$ cat src/rtl/intc_pkg.sv
package intc_pkg;
  localparam int DW = 8;
  localparam int AW = 2 * DW;

  typedef enum logic [1:0] {
    MODE_OPC   = 2'd0,
    MODE_FIXED = 2'd1,
    MODE_TABLE = 2'd2
  } mode_e;

  typedef enum logic [1:0] {
    KIND_JUMP   = 2'd0,
    KIND_TABLE  = 2'd1,
    KIND_OPCODE = 2'd2
  } kind_e;

  typedef struct packed {
    logic [AW-1:0] addr;
    kind_e         kind;
  } target_t;

  localparam logic [AW-1:0] NMI_TARGET   = AW'(16'h0066);
  localparam logic [AW-1:0] FIXED_TARGET = AW'(16'h0038);

  // single-byte restart opcode: top two bits and bottom three bits all ones
  function automatic logic is_restart(input logic [DW-1:0] op);
    return (op[DW-1:DW-2] == 2'b11) && (op[2:0] == 3'b111);
  endfunction

  // restart slot number times eight
  function automatic logic [AW-1:0] restart_target(input logic [DW-1:0] op);
    return AW'({op[5:3], 3'b000});
  endfunction

  function automatic logic [AW-1:0] table_ptr(input logic [DW-1:0] pg,
                                              input logic [DW-1:0] dv);
    return {pg, dv};
  endfunction
endpackage

$ cat src/rtl/intc_nmi_latch.sv
module intc_nmi_latch #(
  parameter int SYNC_STAGES = 2
) (
  input  logic clk,
  input  logic rst_n,
  input  logic nmi_n,
  input  logic taken,
  output logic fall,
  output logic pend
);
  logic [SYNC_STAGES-1:0] sync_q;
  logic                   prev_q;

  generate
    if (SYNC_STAGES == 1) begin : g_one
      always_ff @(posedge clk or negedge rst_n) begin
        if (!rst_n) sync_q <= 1'b1;
        else        sync_q <= nmi_n;
      end
    end else begin : g_chain
      always_ff @(posedge clk or negedge rst_n) begin
        if (!rst_n) sync_q <= '1;
        else        sync_q <= {sync_q[SYNC_STAGES-2:0], nmi_n};
      end
    end
  endgenerate

  always_ff @(posedge clk or negedge rst_n) begin
    if (!rst_n) prev_q <= 1'b1;
    else        prev_q <= sync_q[SYNC_STAGES-1];
  end

  assign fall = prev_q & ~sync_q[SYNC_STAGES-1];

  // a new edge arriving with a take stays pending
  always_ff @(posedge clk or negedge rst_n) begin
    if (!rst_n) pend <= 1'b0;
    else        pend <= fall | (pend & ~taken);
  end
endmodule

$ cat src/rtl/intc_enables.sv
module intc_enables
  import intc_pkg::*;
(
  input  logic          clk,
  input  logic          rst_n,
  input  logic          acc_nmi,
  input  logic          acc_irq,
  input  logic          en_stb,
  input  logic          dis_stb,
  input  logic          ret_nmi_stb,
  input  logic          mode_stb,
  input  logic [1:0]    mode_sel,
  input  logic          page_ld,
  input  logic [DW-1:0] page_data,
  output logic          en_main,
  output logic          en_shadow,
  output mode_e         mode,
  output logic [DW-1:0] page
);
  always_ff @(posedge clk or negedge rst_n) begin
    if (!rst_n) begin
      en_main   <= 1'b0;
      en_shadow <= 1'b0;
    end else if (acc_nmi) begin
      en_shadow <= en_main;
      en_main   <= 1'b0;
    end else if (acc_irq) begin
      en_main   <= 1'b0;
      en_shadow <= 1'b0;
    end else if (ret_nmi_stb) begin
      en_main   <= en_shadow;
    end else if (dis_stb) begin
      en_main   <= 1'b0;
      en_shadow <= 1'b0;
    end else if (en_stb) begin
      en_main   <= 1'b1;
      en_shadow <= 1'b1;
    end
  end

  always_ff @(posedge clk or negedge rst_n) begin
    if (!rst_n)                             mode <= MODE_OPC;
    else if (mode_stb && mode_sel != 2'b11) mode <= mode_e'(mode_sel);
  end

  always_ff @(posedge clk or negedge rst_n) begin
    if (!rst_n)       page <= '0;
    else if (page_ld) page <= page_data;
  end
endmodule

$ cat src/rtl/intc_vector.sv
module intc_vector
  import intc_pkg::*;
(
  input  logic          is_nmi,
  input  mode_e         mode,
  input  logic [DW-1:0] page,
  input  logic [DW-1:0] dev_byte,
  output target_t       tgt
);
  always_comb begin
    tgt.addr = '0;
    tgt.kind = KIND_JUMP;
    if (is_nmi) begin
      tgt.addr = NMI_TARGET;
    end else begin
      unique case (mode)
        MODE_FIXED: tgt.addr = FIXED_TARGET;
        MODE_TABLE: begin
          tgt.addr = table_ptr(page, dev_byte);
          tgt.kind = KIND_TABLE;
        end
        default: begin
          if (is_restart(dev_byte)) begin
            tgt.addr = restart_target(dev_byte);
          end else begin
            tgt.addr = AW'(dev_byte);
            tgt.kind = KIND_OPCODE;
          end
        end
      endcase
    end
  end
endmodule

$ cat src/rtl/intc_top.sv
module intc_top
  import intc_pkg::*;
#(
  parameter int SYNC_STAGES = 2
) (
  input  logic          clk,
  input  logic          rst_n,
  input  logic          irq_n,
  input  logic          nmi_n,
  input  logic [7:0]    dev_byte,
  input  logic          boundary,
  input  logic          en_stb,
  input  logic          dis_stb,
  input  logic          mode_stb,
  input  logic [1:0]    mode_sel,
  input  logic          ret_nmi_stb,
  input  logic          ret_irq_stb,
  input  logic          page_ld,
  input  logic [7:0]    page_data,
  output logic          take,
  output logic          take_nmi,
  output logic          ack,
  output logic [15:0]   tgt_addr,
  output logic [1:0]    tgt_kind,
  output logic          reti_pulse,
  output logic          en_main,
  output logic          en_shadow,
  output logic [1:0]    mode,
  output logic [7:0]    page
);
  logic    nmi_fall;
  logic    nmi_pend;
  logic    nmi_take;
  logic    irq_take;
  mode_e   mode_q;
  target_t tgt_next;

  assign nmi_take = boundary & nmi_pend;
  assign irq_take = boundary & ~nmi_pend & en_main & ~irq_n;

  intc_nmi_latch #(.SYNC_STAGES(SYNC_STAGES)) u_nmi (
    .clk   (clk),
    .rst_n (rst_n),
    .nmi_n (nmi_n),
    .taken (nmi_take),
    .fall  (nmi_fall),
    .pend  (nmi_pend)
  );

  intc_enables u_en (
    .clk         (clk),
    .rst_n       (rst_n),
    .acc_nmi     (nmi_take),
    .acc_irq     (irq_take),
    .en_stb      (en_stb),
    .dis_stb     (dis_stb),
    .ret_nmi_stb (ret_nmi_stb),
    .mode_stb    (mode_stb),
    .mode_sel    (mode_sel),
    .page_ld     (page_ld),
    .page_data   (page_data),
    .en_main     (en_main),
    .en_shadow   (en_shadow),
    .mode        (mode_q),
    .page        (page)
  );

  intc_vector u_vec (
    .is_nmi   (nmi_pend),
    .mode     (mode_q),
    .page     (page),
    .dev_byte (dev_byte),
    .tgt      (tgt_next)
  );

  assign mode = mode_q;

  always_ff @(posedge clk or negedge rst_n) begin
    if (!rst_n) begin
      take       <= 1'b0;
      take_nmi   <= 1'b0;
      ack        <= 1'b0;
      tgt_addr   <= '0;
      tgt_kind   <= KIND_JUMP;
      reti_pulse <= 1'b0;
    end else begin
      take       <= nmi_take | irq_take;
      take_nmi   <= nmi_take;
      ack        <= irq_take;
      reti_pulse <= ret_irq_stb;
      if (nmi_take | irq_take) begin
        tgt_addr <= tgt_next.addr;
        tgt_kind <= tgt_next.kind;
      end
    end
  end
endmodule

$ cat config.mk
export PLATFORM = sky130hd
export DESIGN_NAME = intc_top
export DESIGN_NICKNAME = d
export VERILOG_FILES = /design/src/rtl/intc_pkg.sv /design/src/rtl/intc_nmi_latch.sv /design/src/rtl/intc_enables.sv /design/src/rtl/intc_vector.sv /design/src/rtl/intc_top.sv
export SDC_FILE = /design/constraint.sdc
export NUM_CORES = 1
export LEC_CHECK = 0
export ABC_AREA = 0
export BUFFER_PORTS_ARGS = -buffer_cell sky130_fd_sc_hd__buf_2
export CAP_MARGIN = 25
export CORE_MARGIN = 10
export CORE_UTILIZATION = 40
export CTS_BUF_LIST = sky130_fd_sc_hd__clkbuf_8
export DETAILED_ROUTE_END_ITERATION = 8
export HOLD_SLACK_MARGIN = 0.15
export PLACE_DENSITY = 0.69
export SYNTH_ARGS = -nofsm -noshare
export SYNTH_HDL_FRONTEND = slang
export SYNTH_HIERARCHICAL = 1
export SYNTH_SLANG_ARGS = --single-unit
$ cat constraint.sdc
create_clock -name clk -period 1.75 [get_ports clk]
set_clock_uncertainty 0.2 [all_clocks]
set_input_delay 0.0875 -clock clk [delete_from_list [all_inputs] [get_ports clk]]
set_output_delay 0.0875 -clock clk [all_outputs]
set_load 0.01 [all_outputs]
==> results of run 1 <==
## sequential cells by signal (all words and copies together), names as in the netlist
signal,cells
take_nmi,1
u_en/page,8
u_en/en_shadow,1
u_nmi/sync_q,2
reti_pulse,1
u_nmi/prev_q,1
take,1
u_nmi/pend,1
ack,1
tgt_addr,16
u_en/en_main,1
u_en/mode,2
tgt_kind,2
## cell usage in the layout (no fill, tap or decap), types with 2 or more instances in the layout
master          n
buf_2          62
dlygate4sd3_1  37
dfrtp_1        35
mux2_4         17
and2_1          9
mux2_2          9
inv_1           8
nor2_1          6
o21ai_0         6
clkbuf_8        5
buf_4           5
nor2b_1         5
a21oi_1         3
dfstp_2         3
nor2b_4         2
clkinvlp_4      2
nand2_1         2
a211oi_1        2
and3_4          2
a2111oi_4       2
a32oi_1         2
## cells by family after synthesis
kind of cell | share of synthesized area, %
buffers and inverters | 5.37
and+or+nand+nor | 11.8
adders and majority gates | 1.36
DFF | 51.9
muxes | 19.4
AOI/OAI and AO/OA | 10.2
## Yosys cell counts
| cell | count |
|---|---|
| dfrtp_1 | 35 |
| mux2_4 | 17 |
| and2_1 | 9 |
| inv_1 | 9 |
| mux2_2 | 9 |
| nor2_1 | 6 |
| o21ai_0 | 6 |
| nor2b_1 | 5 |
| a21oi_1 | 3 |
| buf_4 | 3 |
| dfstp_2 | 3 |
| a2111oi_4 | 2 |
| a211oi_1 | 2 |
| a32oi_1 | 2 |
| and3_4 | 2 |
| buf_6 | 2 |
| ha_1 | 2 |
| nand2_1 | 2 |
| nor2b_4 | 2 |
| a21o_1 | 1 |
| a311oi_2 | 1 |
| and2b_1 | 1 |
| and3b_2 | 1 |
| and4b_1 | 1 |
| buf_12 | 1 |
| nand2b_1 | 1 |
| nand3_1 | 1 |
| nor2_2 | 1 |
| nor3_1 | 1 |
| o21ai_4 | 1 |
| o41ai_2 | 1 |
## final cells by class
class / instances / area, um2
Clock buffer: 5 / 68.8
Clock inverter: 3 / 45.0
Fill cell: 349 / 1710
Inverter: 9 / 33.8
Multi-Input combinational cell: 80 / 800
Sequential cell: 38 / 955
Tap cell: 52 / 65.1
Timing Repair Buffer: 105 / 738
## final timing paths
| kind | endpoint | slack, ps | cells past startpoint |
|---|---|---|---|
| hold / removal | u_nmi/sync_q[1] | 160 | 0 |
| min in group asynchronous | take_nmi | 680 | 3 |
| max in group asynchronous | tgt_addr[3] | 140 | 4 |
| setup reg to reg | ack | 70 | 3 |
| setup / recovery | ack | 70 | 3 |
| hold reg to reg | u_nmi/sync_q[1] | 160 | 0 |
## repair_timing
action | CTS | global route
hold endpoints to repair | 64 | 0
setup buffers | 0 | 1
resized for setup | 0 | 1
endpoints found under the setup margin | 0 | 2
hold buffers | 37 | 0
## routing by layer
layer | vias up | wire (um)
met5 | - | 0
met4 | 0 | 13
met3 | 2 | 535
met2 | 62 | 2330
met1 | 662 | 1800
li1 | 669 | -
## stage by stage
stage	utilization, %	power [mW]
floorplan	-	1.53
global placement	50.1	1.77
detailed placement	50.1	1.79
CTS	61.1	2.62
global route	61.3	2.74
finish	61.3	2.58
## power by group
part / total [mW] / internal (mW) / switching [mW]
clock: 0.733 / 0.424 / 0.309
combinational: 0.755 / 0.419 / 0.336
sequential: 1.09 / 1.01 / 0.0833
==> impl_metrics.yaml, run 1 <==
timing:
  period_share_pct: 96.2
  setup_ws_ps: 67.0
  relSlewSlack_pct: 60.7
  hold_violations: 0
  tightestPinTransition_ps: 589
  setup_viol: 0
  finalSetupTns_ps: 0
  rsz0062_at_grt: "no"
  whs_ps: 159
  drv_slew: 0
  fin_crit_ps: 1680
  fmax_mhz: 594
pwr:
  leakagePower_nw: 1.37
  vdd_drop_max_uv: 613
  p_per_area_nw_per_um2: 954
yosys:
  synth_area_leaders: "dfrtp_1, mux2_4, mux2_2"
  syn_area_per_cell_um2: 13.8
  synth_cell_type_count: 31
  synth_top_area_cell: "dfrtp_1"
  synth-seq-area-share_pct: 51.9
  yosysTopAreaCellShare_pct: 47.6
  synthCells: 133
  synth.ff_latch_count: 38
  syn_nets: 164
  yosys_warnings: 6
  syn_area_um2: 1840
critical_path:
  slowest_stage: "dlygate4sd3_1"
  crit_fanout: 4
  crit_type: "register to register"
  regToRegStartpoint: "u_en/en_main"
  endpoint_kind: "register"
  crit_buf_inv: 1
  max_stage_delay_ps: 560
  critPathArrivalTime_ps: 1650
  cp_data_required_time_ps: 1720
  path_cells: "nor2b_4, and3b_2, dlygate4sd3_1"
  worstSetupStartpoint: "u_en/en_main"
  startpoint_type: "register"
  path_delay_family: "buffers and inverters"
cells_and_area:
  final_cell_area_um2: 2710
  insertedDiodeCount: 0
  final_net_count: 270
  stdcell_count: 292
  layout-drive-gt1-share_pct: 49.2
  syn_to_final_growth_pct: 47.0
die:
  core.rowCount: 24
  die_h_um: 87.8
  core_area_um2: 4410
  io_pins: 63
  dieArea_um2: 7710
  die_w_um: 87.8
  initial_core_util_pct: 41.7
route:
  via_per_inst: 4.78
  drc_errors: 0
  postRouteAntennaNets: 0
  drt-wirelength-per-cell_um: 16.0
  dr.pass1.iters: 5
  vias: 1395
  drt_iter0_markers: 57
  drt-total-wl_um: 4680
global_route:
  met1_usage_pct: 14.1
  gr-total-overflow: 0
  antenna_found_initial: 0
  grt_max_degree: 27
  grt_pass1_wl_um: 7940
  globalRouteTotalUtil_pct: 13.0
  met3_usage_pct: 6.78
  grt_use_met2_pct: 22.0
  grt_pass1_vias: 1577
  grt_busiest_layer: "met2"
place:
  post_dp_cell_area_um2: 2210
  place_congestion: 0.766
  place_ws_ps: 53.8
  dp_hpwl_um: 3230
  io_buffers: 62
  placed_cells: 246
cts:
  cts_tree: "yes"
  cts_sinks: 38
  clk_pin_slew_ps: 80
  cts_root_buf: "clkbuf_8"
  cts_max_level: 2
  clk_latency_ps: 280
  cts_buffers: 5
  cts_buffer_depth: 2
hold_path:
  worstHoldStart: "u_nmi/sync_q[0]"
  hold_class: "register to register"
status:
  run_status: "complete, no violations"
flow_run:
  maxCapViolations: 0
Power figures use the tool's default switching activity.
==> run 2: changes to the inputs <==
CELL_PAD_IN_SITES_DETAIL_PLACEMENT = 1   (was not set)
CELL_PAD_IN_SITES_GLOBAL_PLACEMENT = 1   (was not set)
CORE_UTILIZATION = 37   (was 40)
PLACE_DENSITY = not set   (was 0.69)
PLACE_DENSITY_LB_ADDON = 0.1   (was not set)
==> impl_metrics.yaml, run 2 (same netlist as run 1, synthesis figures left out) <==
status:
  run_status: "complete, no violations"
place:
  place_congestion: 0.751
  placed_cells: 262
  place_ws_ps: 5.06
  post_dp_cell_area_um2: 2250
  dp_hpwl_um: 3430
  io_buffers: 62
timing:
  fmax_mhz: 593
  period_share_pct: 96.3
  drv_slew: 0
  fin_crit_ps: 1690
  relSlewSlack_pct: 81.5
  setup_viol: 0
  finalSetupTns_ps: 0
  hold_violations: 0
  setup_ws_ps: 64.1
  tightestPinTransition_ps: 277
  whs_ps: 160
  rsz0062_at_grt: "no"
hold_path:
  worstHoldStart: "u_nmi/sync_q[0]"
  hold_class: "register to register"
cts:
  cts_buffers: 5
  cts_sinks: 38
  cts_tree: "yes"
  cts_max_level: 2
  clk_latency_ps: 280
  cts_root_buf: "clkbuf_8"
  clk_pin_slew_ps: 70
  cts_buffer_depth: 2
cells_and_area:
  insertedDiodeCount: 0
  largest_register_ffs: 16
  final_cell_area_um2: 2740
  layout-drive-gt1-share_pct: 49.0
  stdcell_count: 310
  largest-register: "tgt_addr"
  syn_to_final_growth_pct: 48.9
  final_common_cell: "buf_2"
  post-route-util_pct: 57.3
  final_net_count: 273
  layout_common_cells: "buf_2, dlygate4sd3_1, dfrtp_1"
  reg_top3: "tgt_addr x16, u_en/page x8"
  fillers: 500
route:
  drt-total-wl_um: 4720
  vias: 1423
  drc_errors: 0
  via_per_inst: 4.59
  drt_iter0_markers: 18
  drt-wirelength-per-cell_um: 15.2
  dr.pass1.iters: 4
  postRouteAntennaNets: 0
die:
  dieArea_um2: 8200
  core.rowCount: 25
  core_area_um2: 4790
  die_w_um: 90.5
  io_pins: 63
  die_h_um: 90.5
  initial_core_util_pct: 38.5
critical_path:
  startpoint_type: "register"
  regToRegStartpoint: "u_en/mode[1]"
  crit_type: "register to register"
  endpoint_kind: "register"
  slowest_stage: "dfrtp_1"
  cp_data_required_time_ps: 1780
  worstSetupStartpoint: "u_en/mode[1]"
  crit_fanout: 10
  critPathArrivalTime_ps: 1710
  path_cells: "ha_4, and3_4, a2111oi_4, mux2_4"
  max_stage_delay_ps: 410
global_route:
  grt_pass1_wl_um: 8070
  gr-total-overflow: 0
  grt_pass1_vias: 1639
  antenna_found_initial: 0
  globalRouteTotalUtil_pct: 12.0
  grt_max_degree: 21
pwr:
  p_per_area_nw_per_um2: 900
  totalPowerFinal_mw: 2.47
  vdd_drop_max_uv: 549
  leakagePower_nw: 1.39
flow_run:
  maxCapViolations: 0
## run 2: changes by cell type in the layout (fill, tap and decap cells not counted)
cell	change
clkinvlp_4	-2
inv_1	+2
buf_12	+1
buf_2	-1
buf_4	+1
bufinv_16	-1
clkbuf_4	+1
clkbuf_8	+1
dfrtp_1	-1
dfrtp_2	+1
dlygate4sd3_1	+1
## run 2: worst paths after layout
path / endpoint / slack, ps / cells after the start
worst max-delay path: tgt_addr[7] / 60 / 4
worst min-delay path: u_nmi/sync_q[1] / 160 / 0
worst max register to register: tgt_addr[7] / 60 / 4
worst min register to register: u_nmi/sync_q[1] / 160 / 0
max in group asynchronous: u_en/page[0] / 220 / 4
min in group asynchronous: tgt_addr[7] / 580 / 3
## run 2: what timing repair did
item,CTS,global route
endpoints found under the setup margin,1,22
resized for setup,1,2
hold endpoints to repair,74,0
buffers inserted,0,2
pin swaps,0,2
hold buffers,38,0
## run 2: per-layer routing
metal / up-vias / global-route usage [%] / share of wire, %
met1: 703 / 12.6 / 40
met5: - / 0 / 0
met4: 0 / 3.18 / 1.0
met2: 41 / 21.2 / 52
met3: 6 / 5.32 / 6.8
li1: 673 / - / -
## run 2: layout make-up
type | count | area, um2 | area share [%]
clock buffer | 6 | 82.6 | 3.01
clock inverter | 2 | 7.51 | 0.274
tap | 67 | 83.8 | 3.06
multi-input combinational | 80 | 800 | 29.2
timing repair buffer | 108 | 778 | 28.4
sequential | 38 | 956 | 34.9
inverter | 9 | 33.8 | 1.23
## run 2: worst max-delay path: cells and delay by family, from the launching register on
kind,cells,cell delay [ps]
adder cells (fa/ha/maj),1,290
AND/OR/NAND/NOR,1,210
flip-flops,1,410
multiplexers,1,190
AO/OA/AOI/OAI,1,330
## run 2: power by group
| part | internal [mW] | switching (mW) | total [mW] | leakage, nW |
|---|---|---|---|---|
| logic | 0.442 | 0.339 | 0.781 | 0.870 |
| registers | 1.01 | 0.0766 | 1.09 | 0.469 |
| clock network | 0.310 | 0.290 | 0.600 | 0.0538 |
| total | 1.76 | 0.706 | 2.47 | 1.39 |
